**config.mk**
```make
export PLATFORM = sky130hd
export DESIGN_NAME = pfp_port
export DESIGN_NICKNAME = d
export VERILOG_FILES = /design/src/rtl/pfp_pkg.sv /design/src/rtl/pfp_sync.sv /design/src/rtl/pfp_wr_ctl.sv /design/src/rtl/pfp_rd_ctl.sv /design/src/rtl/pfp_port.sv
export SDC_FILE = /design/constraint.sdc
export NUM_CORES = 1
export LEC_CHECK = 0
export BUFFER_PORTS_ARGS = -buffer_cell sky130_fd_sc_hd__buf_4
export CORE_ASPECT_RATIO = 0.7
export CORE_UTILIZATION = 50
export CTS_CLUSTER_DIAMETER = 30
export DETAILED_ROUTE_END_ITERATION = 10
export GPL_TIMING_DRIVEN = 0
export PLACE_DENSITY = 0.77
export SKIP_CTS_REPAIR_TIMING = 1
export SYNTH_ARGS = -nofsm -noshare
export SYNTH_HDL_FRONTEND = slang
export SYNTH_SLANG_ARGS = --single-unit
```
**constraint.sdc**
```tcl
create_clock -name clk -period 2.3 [get_ports clk]
set_input_delay 0.46 -clock clk [delete_from_list [all_inputs] [get_ports clk]]
set_output_delay 0.46 -clock clk [all_outputs]
set_load 0.01 [all_outputs]
```
**src/rtl/pfp_pkg.sv**
```systemverilog
package pfp_pkg;
    localparam int BYTE_W = 8;
    localparam int GAP_W  = 8;

    typedef logic [BYTE_W-1:0] byte_t;

    typedef struct packed {
        logic  strb_prev;
        logic  pend;
        logic  space_n;
        byte_t hold;
    } wr_state_t;

    typedef struct packed {
        logic             strb_prev;
        logic             full;
        logic             armed;
        logic             avail_n;
        logic [GAP_W-1:0] gap;
        byte_t            hold;
    } rd_state_t;
endpackage

```
**src/rtl/pfp_sync.sv**
```systemverilog
module pfp_sync #(
    parameter int W      = 1,
    parameter int STAGES = 2
) (
    input  logic         clk,
    input  logic         rst_n,
    input  logic [W-1:0] d,
    output logic [W-1:0] q
);
    logic [STAGES-1:0][W-1:0] pipe_q;

    // reset to all ones: strobes read as inactive
    always_ff @(posedge clk or negedge rst_n) begin
        if (!rst_n) begin
            pipe_q <= '1;
        end else begin
            pipe_q[0] <= d;
            for (int i = 1; i < STAGES; i++) begin
                pipe_q[i] <= pipe_q[i-1];
            end
        end
    end

    assign q = pipe_q[STAGES-1];
endmodule

```
**src/rtl/pfp_wr_ctl.sv**
```systemverilog
module pfp_wr_ctl import pfp_pkg::*; (
    input  logic  clk,
    input  logic  rst_n,
    input  logic  wr_n_s,
    input  byte_t wr_data_s,
    input  logic  tx_ready_i,
    output logic  txe_n_o,
    output logic  tx_valid_o,
    output byte_t tx_data_o
);
    wr_state_t st_d, st_q;
    logic      fall;

    always_comb begin
        st_d           = st_q;
        fall           = st_q.strb_prev & ~wr_n_s;
        st_d.strb_prev = wr_n_s;
        if (st_q.pend & tx_ready_i) begin
            st_d.pend = 1'b0;
        end
        // a strobe arriving while a byte is still pending is dropped
        if (fall & ~st_q.pend) begin
            st_d.pend = 1'b1;
            st_d.hold = wr_data_s;
        end
        st_d.space_n = ~(~st_d.pend & wr_n_s & tx_ready_i);
    end

    always_ff @(posedge clk or negedge rst_n) begin
        if (!rst_n) begin
            st_q <= '{strb_prev: 1'b1, pend: 1'b0, space_n: 1'b1, hold: '0};
        end else begin
            st_q <= st_d;
        end
    end

    assign txe_n_o    = st_q.space_n;
    assign tx_valid_o = st_q.pend;
    assign tx_data_o  = st_q.hold;
endmodule

```
**src/rtl/pfp_rd_ctl.sv**
```systemverilog
module pfp_rd_ctl import pfp_pkg::*; #(
    parameter int RX_GAP = 8
) (
    input  logic  clk,
    input  logic  rst_n,
    input  logic  rd_n_s,
    input  logic  rx_valid_i,
    input  byte_t rx_data_i,
    output logic  rx_ready_o,
    output logic  rxf_n_o,
    output byte_t bus_o
);
    localparam logic [GAP_W-1:0] GAP_LOAD = GAP_W'(RX_GAP);

    rd_state_t st_d, st_q;
    logic      fall, rise, pop, load;

    always_comb begin
        st_d           = st_q;
        fall           = st_q.strb_prev & ~rd_n_s;
        rise           = ~st_q.strb_prev & rd_n_s;
        st_d.strb_prev = rd_n_s;
        pop            = rise & st_q.armed;
        // a strobe counts only if the flag was shown when it began
        if (fall) begin
            st_d.armed = ~st_q.avail_n;
        end else if (rise) begin
            st_d.armed = 1'b0;
        end
        if (pop) begin
            st_d.full = 1'b0;
            st_d.gap  = GAP_LOAD;
        end else if (st_q.gap != '0) begin
            st_d.gap = st_q.gap - 1'b1;
        end
        // refill only between strobes so the bus stays steady
        load = ~st_q.full & rd_n_s & rx_valid_i;
        if (load) begin
            st_d.full = 1'b1;
            st_d.hold = rx_data_i;
        end
        st_d.avail_n = ~(st_d.full & (st_d.gap == '0) & (rd_n_s | st_d.armed));
    end

    always_ff @(posedge clk or negedge rst_n) begin
        if (!rst_n) begin
            st_q <= '{strb_prev: 1'b1, full: 1'b0, armed: 1'b0, avail_n: 1'b1,
                      gap: '0, hold: '0};
        end else begin
            st_q <= st_d;
        end
    end

    assign rx_ready_o = ~st_q.full & rd_n_s;
    assign rxf_n_o    = st_q.avail_n;
    assign bus_o      = st_q.hold;
endmodule

```
**src/rtl/pfp_port.sv**
```systemverilog
module pfp_port import pfp_pkg::*; #(
    parameter int SYNC_STAGES = 2,
    parameter int RX_GAP      = 8
) (
    input  logic        clk,
    input  logic        rst_n,
    input  logic        wr_n_i,
    input  logic        rd_n_i,
    input  logic [7:0]  bus_i,
    output logic [7:0]  bus_o,
    output logic        bus_oe_o,
    output logic        txe_n_o,
    output logic        rxf_n_o,
    output logic        tx_valid_o,
    output logic [7:0]  tx_data_o,
    input  logic        tx_ready_i,
    input  logic        rx_valid_i,
    input  logic [7:0]  rx_data_i,
    output logic        rx_ready_o
);
    localparam int WR_SYNC_W = BYTE_W + 1;

    logic [WR_SYNC_W-1:0] wr_s;
    logic [0:0]           rd_s;

    // strobe and data travel together so the captured byte lines up
    pfp_sync #(.W(WR_SYNC_W), .STAGES(SYNC_STAGES)) u_wr_sync (
        .clk (clk),
        .rst_n (rst_n),
        .d ({wr_n_i, bus_i}),
        .q (wr_s)
    );

    pfp_sync #(.W(1), .STAGES(SYNC_STAGES)) u_rd_sync (
        .clk (clk),
        .rst_n (rst_n),
        .d (rd_n_i),
        .q (rd_s)
    );

    pfp_wr_ctl u_wr (
        .clk (clk),
        .rst_n (rst_n),
        .wr_n_s (wr_s[BYTE_W]),
        .wr_data_s (wr_s[BYTE_W-1:0]),
        .tx_ready_i (tx_ready_i),
        .txe_n_o (txe_n_o),
        .tx_valid_o (tx_valid_o),
        .tx_data_o (tx_data_o)
    );

    pfp_rd_ctl #(.RX_GAP(RX_GAP)) u_rd (
        .clk (clk),
        .rst_n (rst_n),
        .rd_n_s (rd_s[0]),
        .rx_valid_i (rx_valid_i),
        .rx_data_i (rx_data_i),
        .rx_ready_o (rx_ready_o),
        .rxf_n_o (rxf_n_o),
        .bus_o (bus_o)
    );

    // pad drivers follow the raw strobe, not the synchronised copy
    assign bus_oe_o = ~rd_n_i;
endmodule

```
**Word-level counts from Yosys, hierarchy flattened**

Cells that the tools add are included.

- Register bits after elaboration: 51
- Input bits: 22
- Logic and storage cells: 48

- Add/subtract/negate cells: 1
- Muxes and demuxes: 8
- Bitwise logic cells: 23
- Reduce and logical (&&, ||, !) cells: 2

Operators with widths:

| cell | count |
|---|---|
| $mux W8 | 2 |
| $and A1 B1 Y1 | 12 |
| $not A1 Y1 | 10 |
| $logic_not A8 Y1 | 1 |
| $reduce_bool A8 Y1 | 1 |
| $sub A8 B1 Y8 const B | 1 |
| $mux W1 | 6 |
| $or A1 B1 Y1 | 1 |

**Longest topological paths before layout**

- Word-level depth: 8
- Mapped depth: 7
- Mapped depth without buffers: 7

**Modules after synthesis**

A second synthesis with hierarchy kept.

- Cells, all modules: 160
- Area, all modules: 2108.3 um^2

By module, submodules not included:

| module | instances | cells each | area each (um^2) |
|---|---|---|---|
| pfp_rd_ctl | 1 | 99 | 1048.5 |
| pfp_sync at u_wr_sync | 1 | 27 | 540.5 |
| pfp_wr_ctl | 1 | 31 | 462.9 |
| pfp_sync at u_rd_sync | 1 | 2 | 52.6 |
| pfp_port | 1 | 1 | 3.8 |

**Worst setup path after synthesis**

Ideal clock, no wire load.

- Kind: flip-flop to flip-flop
- Start: reg u_rd.st_q[12] (netlist bit)
- End: reg u_rd.st_q, in the netlist u_rd.rxf_n_o
- Setup time: 0.064 ns
- Data arrival time: 1.678 ns
- Required time: 2.236 ns
- Slack: 0.559 ns
- Stages on the path, launching flop included: 6
- Buffers on the path: 0
- Clock period less this slack: 1.741 ns
- Cell sequence: dfrtp_1 -> or4_4 -> or4_4 -> a21oi_4 -> a21oi_2 -> nand3_1

RTL lines:

| what | line | text |
|---|---|---|
| start: declaration | pfp_rd_ctl.sv:15 | `rd_state_t st_d, st_q;` |
| start signal: assignment | pfp_rd_ctl.sv:47 | `st_q <= '{strb_prev: 1'b1, full: 1'b0, armed: 1'b0, avail_n: 1'b1,` |
| start signal: assignment | pfp_rd_ctl.sv:50 | `st_q <= st_d;` |

==> flow_summary_export.csv <==
group,metric,value,unit
clock_network,cts_root_buf,"clkbuf_8",
floorplanning,io_pins,43,
drt,wl_per_cell,13.5,um
critical_path,crit_required,2520,ps
worst_hold_path,min_path_type,"primary input to asynchronous set/reset pin",
timing,post-route-min-period,1920,ps
synth,ys_ff_latch,51,
power_and_ir_drop,p_comb_share,34.3,%
placement,dpl.hpwl,2450,um
timing,finalSetupTns,0,ps
placement,port_buffers,42,
drt,wl,3290,um
layout,final_cell_mix,"buf_4 (58), dfrtp_1 (27), dfstp_2 (24)",
clock_network,cts.sinks,51,
clock_network,clkLatencyLatePin,290,ps
layout,layout_commonest_cell,"buf_4",
synth,yosysUniqueCellTypes,33,
power_and_ir_drop,powerDensity,1140,nW/um^2
clock_network,htree_num_levels,2,
layout,nets,217,
placement,gp_congestion,0.836,
synth,synth.top_cell.area_share,33.6,%
timing,worst_pin_slew,717,ps
clock_network,cts_max_path_buffers,2,
synth,yosys_warnings,0,
global_routing,grt_max_degree,52,
power_and_ir_drop,p_leak,1.15,nW
floorplanning,coreArea,3670,sq um
drt,drcViolationCount,0,
global_routing,grt_antenna_before_repair,0,
floorplanning,start_util,54.7,%
critical_path,setup.worst_path.end_class,"flip-flop",
critical_path,crit_type,"flip-flop to flip-flop",
layout,diodes,0,
power_and_ir_drop,net-switching-power,0.000844,W
synth,yosysTopAreaCell,"dfrtp_1",
timing,fin_skew,4.32,ps
layout,syn2layout_area_growth,24.3,%
timing,period_share,83.5,%
synth,synth_fp_nets,168,
placement,dp_slack,399,ps
timing,setup_viol,0,
clock_network,tritoncts,"yes",
power_and_ir_drop,intPower,0.00201,W
outcome,outcome,"finished, final reports clean",
global_routing,grt_pass1_vias,1202,
power_and_ir_drop,clkPwrFrac,21.1,%
timing,rsz0062_at_grt,"no",
critical_path,cp-start-kind,"flip-flop",
layout,drive_gt1_share,58.8,%
timing,relSlewSlack,52.0,%
critical_path,cp_slowest_stage_delay,410,ps
synth,synthesis.instances,144,
floorplanning,die_area,4280,sq um
synth,synth_top_cells_by_area,"dfrtp_1 (34%), dfstp_2 (31%), mux2_2 (9.0%)",
synth,synthesis.area,2010,sq um
synth,synth.avg_cell_area,13.9,sq um
timing,setup_slack,379,ps
critical_path,crit_slowest_cell,"dfrtp_1",
floorplanning,rows,18,
power_and_ir_drop,peakVddDrop,0.000743,V
power_and_ir_drop,p_sw_share,29.6,%
critical_path,crit_arrival,2140,ps
job,maxCapViolations,0,
drt,dr.first_iter.drc_count,17,
critical_path,path_max_fanout,4,
drt,postRouteAntennaNets,0,
global_routing,gr-total-overflow,0,
placement,place_area,2390,sq um
timing,hold_viol_final,0,
global_routing,grtUsageTotal,17.4,%
floorplanning,die-width,77.7,um
clock_network,clk_pin_slew,90,ps
layout,finish.instance_area,2500,sq um
drt,dr_total_vias,1198,
floorplanning,fp.dieH,55.0,um
power_and_ir_drop,p_seq_share,44.6,%
critical_path,cp_cell_sequence,"inv_1, ha_1, nor2b_1, nor3b_2, a211oi_1, a311oi_1, nand3_1",
timing,timing.fmax,521,MHz
drt,drtPass1Iterations,4,
global_routing,grt_pass1_wl,5360,um
drt,avgViaCountPerCell,4.91,
clock_network,cts_made_buffers,5,
synth,synth_seq_area_share,65.0,%
timing,report.final.slew_viol_count,0,
-- synth_stat cells, drive strengths merged --
| cell | count |
|---|---|
| a211oi | 2 |
| a21oi | 3 |
| inv | 6 |
| dfstp | 24 |
| a311oi | 1 |
| xor2 | 1 |
| or2 | 1 |
| and3b | 1 |
| nor2b | 2 |
| dfrtp | 27 |
| nor3b | 2 |
| clkbuf | 1 |
| nand2 | 8 |
| mux2i | 1 |
| nor3 | 2 |
| or4 | 2 |
| o22ai | 1 |
| o21ai | 4 |
| nand3b | 2 |
| nand3 | 2 |
| a21o | 2 |
| nor4 | 1 |
| xnor2 | 5 |
| nor2 | 7 |
| or3 | 2 |
| buf | 16 |
| mux2 | 16 |
| ha | 2 |
-- cell families after synthesis --
logic type                 Yosys count  share of synthesized area, %
AOI/OAI and AO/OA                   13                          4.74
xor gates and xnor gates             6                          2.62
adders and majority gates            2                          1.25
buffers and inverters               23                          7.29
DFF                                 51                          65.0
muxes                               17                          9.47
and+or+nand+nor                     32                          9.60
-- area by class of cell --
class                   count  area [sq um]
flip-flops and latches     51          1310
fillers                   281          1170
multi-input cells          70           556
repair buffers             42           315
plain buffers              17           124
clock buffers               6          72.6
well taps                  50          62.6
clock inverters             2          37.5
inverters                   6          22.5
-- final timing paths --
check / start / endpoint / slack, ps / cells after the start
setup / recovery: u_rd.st_q[8] / u_rd.rxf_n_o / 380 / 7
hold / removal: rst_n / u_wr.tx_data_o[5] / 170 / 1
setup reg to reg: u_rd.st_q[8] / u_rd.rxf_n_o / 380 / 7
hold reg to reg: u_wr_sync.pipe_q[3] / u_wr_sync.q[3] / 360 / 0
max in group asynchronous: rst_n / u_rd.st_q[9] / 1740 / 1
min in group clk: bus_i[2] / u_wr_sync.pipe_q[2] / 260 / 1
-- registers in the layout, summed over array words and instances, names as in the netlist --
name / count
u_rd.bus_o: 8
u_rd.rxf_n_o: 1
u_rd.st_q: 11
u_rd_sync.pipe_q: 1
u_rd_sync.q: 1
u_wr.st_q: 1
u_wr.tx_data_o: 8
u_wr.tx_valid_o: 1
u_wr.txe_n_o: 1
u_wr_sync.pipe_q: 9
u_wr_sync.q: 9
-- power groups by stage --
stage / Sequential [W] / Clock [W] / Combinational [W]
after floorplan: 0.00124 / 0 / 0.000668
after global placement: 0.00126 / 0 / 0.000935
after detailed placement: 0.00129 / 0 / 0.000982
after CTS: 0.00127 / 0.000621 / 0.000986
after global routing: 0.00130 / 0.000653 / 0.00107
final: 0.00127 / 0.000602 / 0.000978
-- per-layer routing --
metal	track usage, %	up-vias	wire [um]
li1	-	564	-
met1	18.5	586	1380
met2	32.6	41	1660
met3	5.57	7	210
met4	8.49	0	48
met5	0	-	0
-- worst max-delay path: cells and delay by family (launching register included) --
kind,cells,cell delay [ps]
AO/OA/AOI/OAI,2,370
adder cells (fa/ha/maj),1,200
buffers and inverters,1,130
flip-flops,1,410
AND/OR/NAND/NOR,3,740
-- per-stage QoR --
step | utilization, % | hold slack [ps] | instances | power, W
2_1_floorplan | - | 164 | 144 | 0.00191
3_3_place_gp | 65.0 | 345 | 236 | 0.00220
3_5_place_dp | 65.0 | 347 | 236 | 0.00227
4_1_cts | 68.0 | 179 | 244 | 0.00288
5_1_grt | 68.0 | 208 | 244 | 0.00302
6_report | 68.0 | 166 | 244 | 0.00285
(Power assumes the default switching activity.)
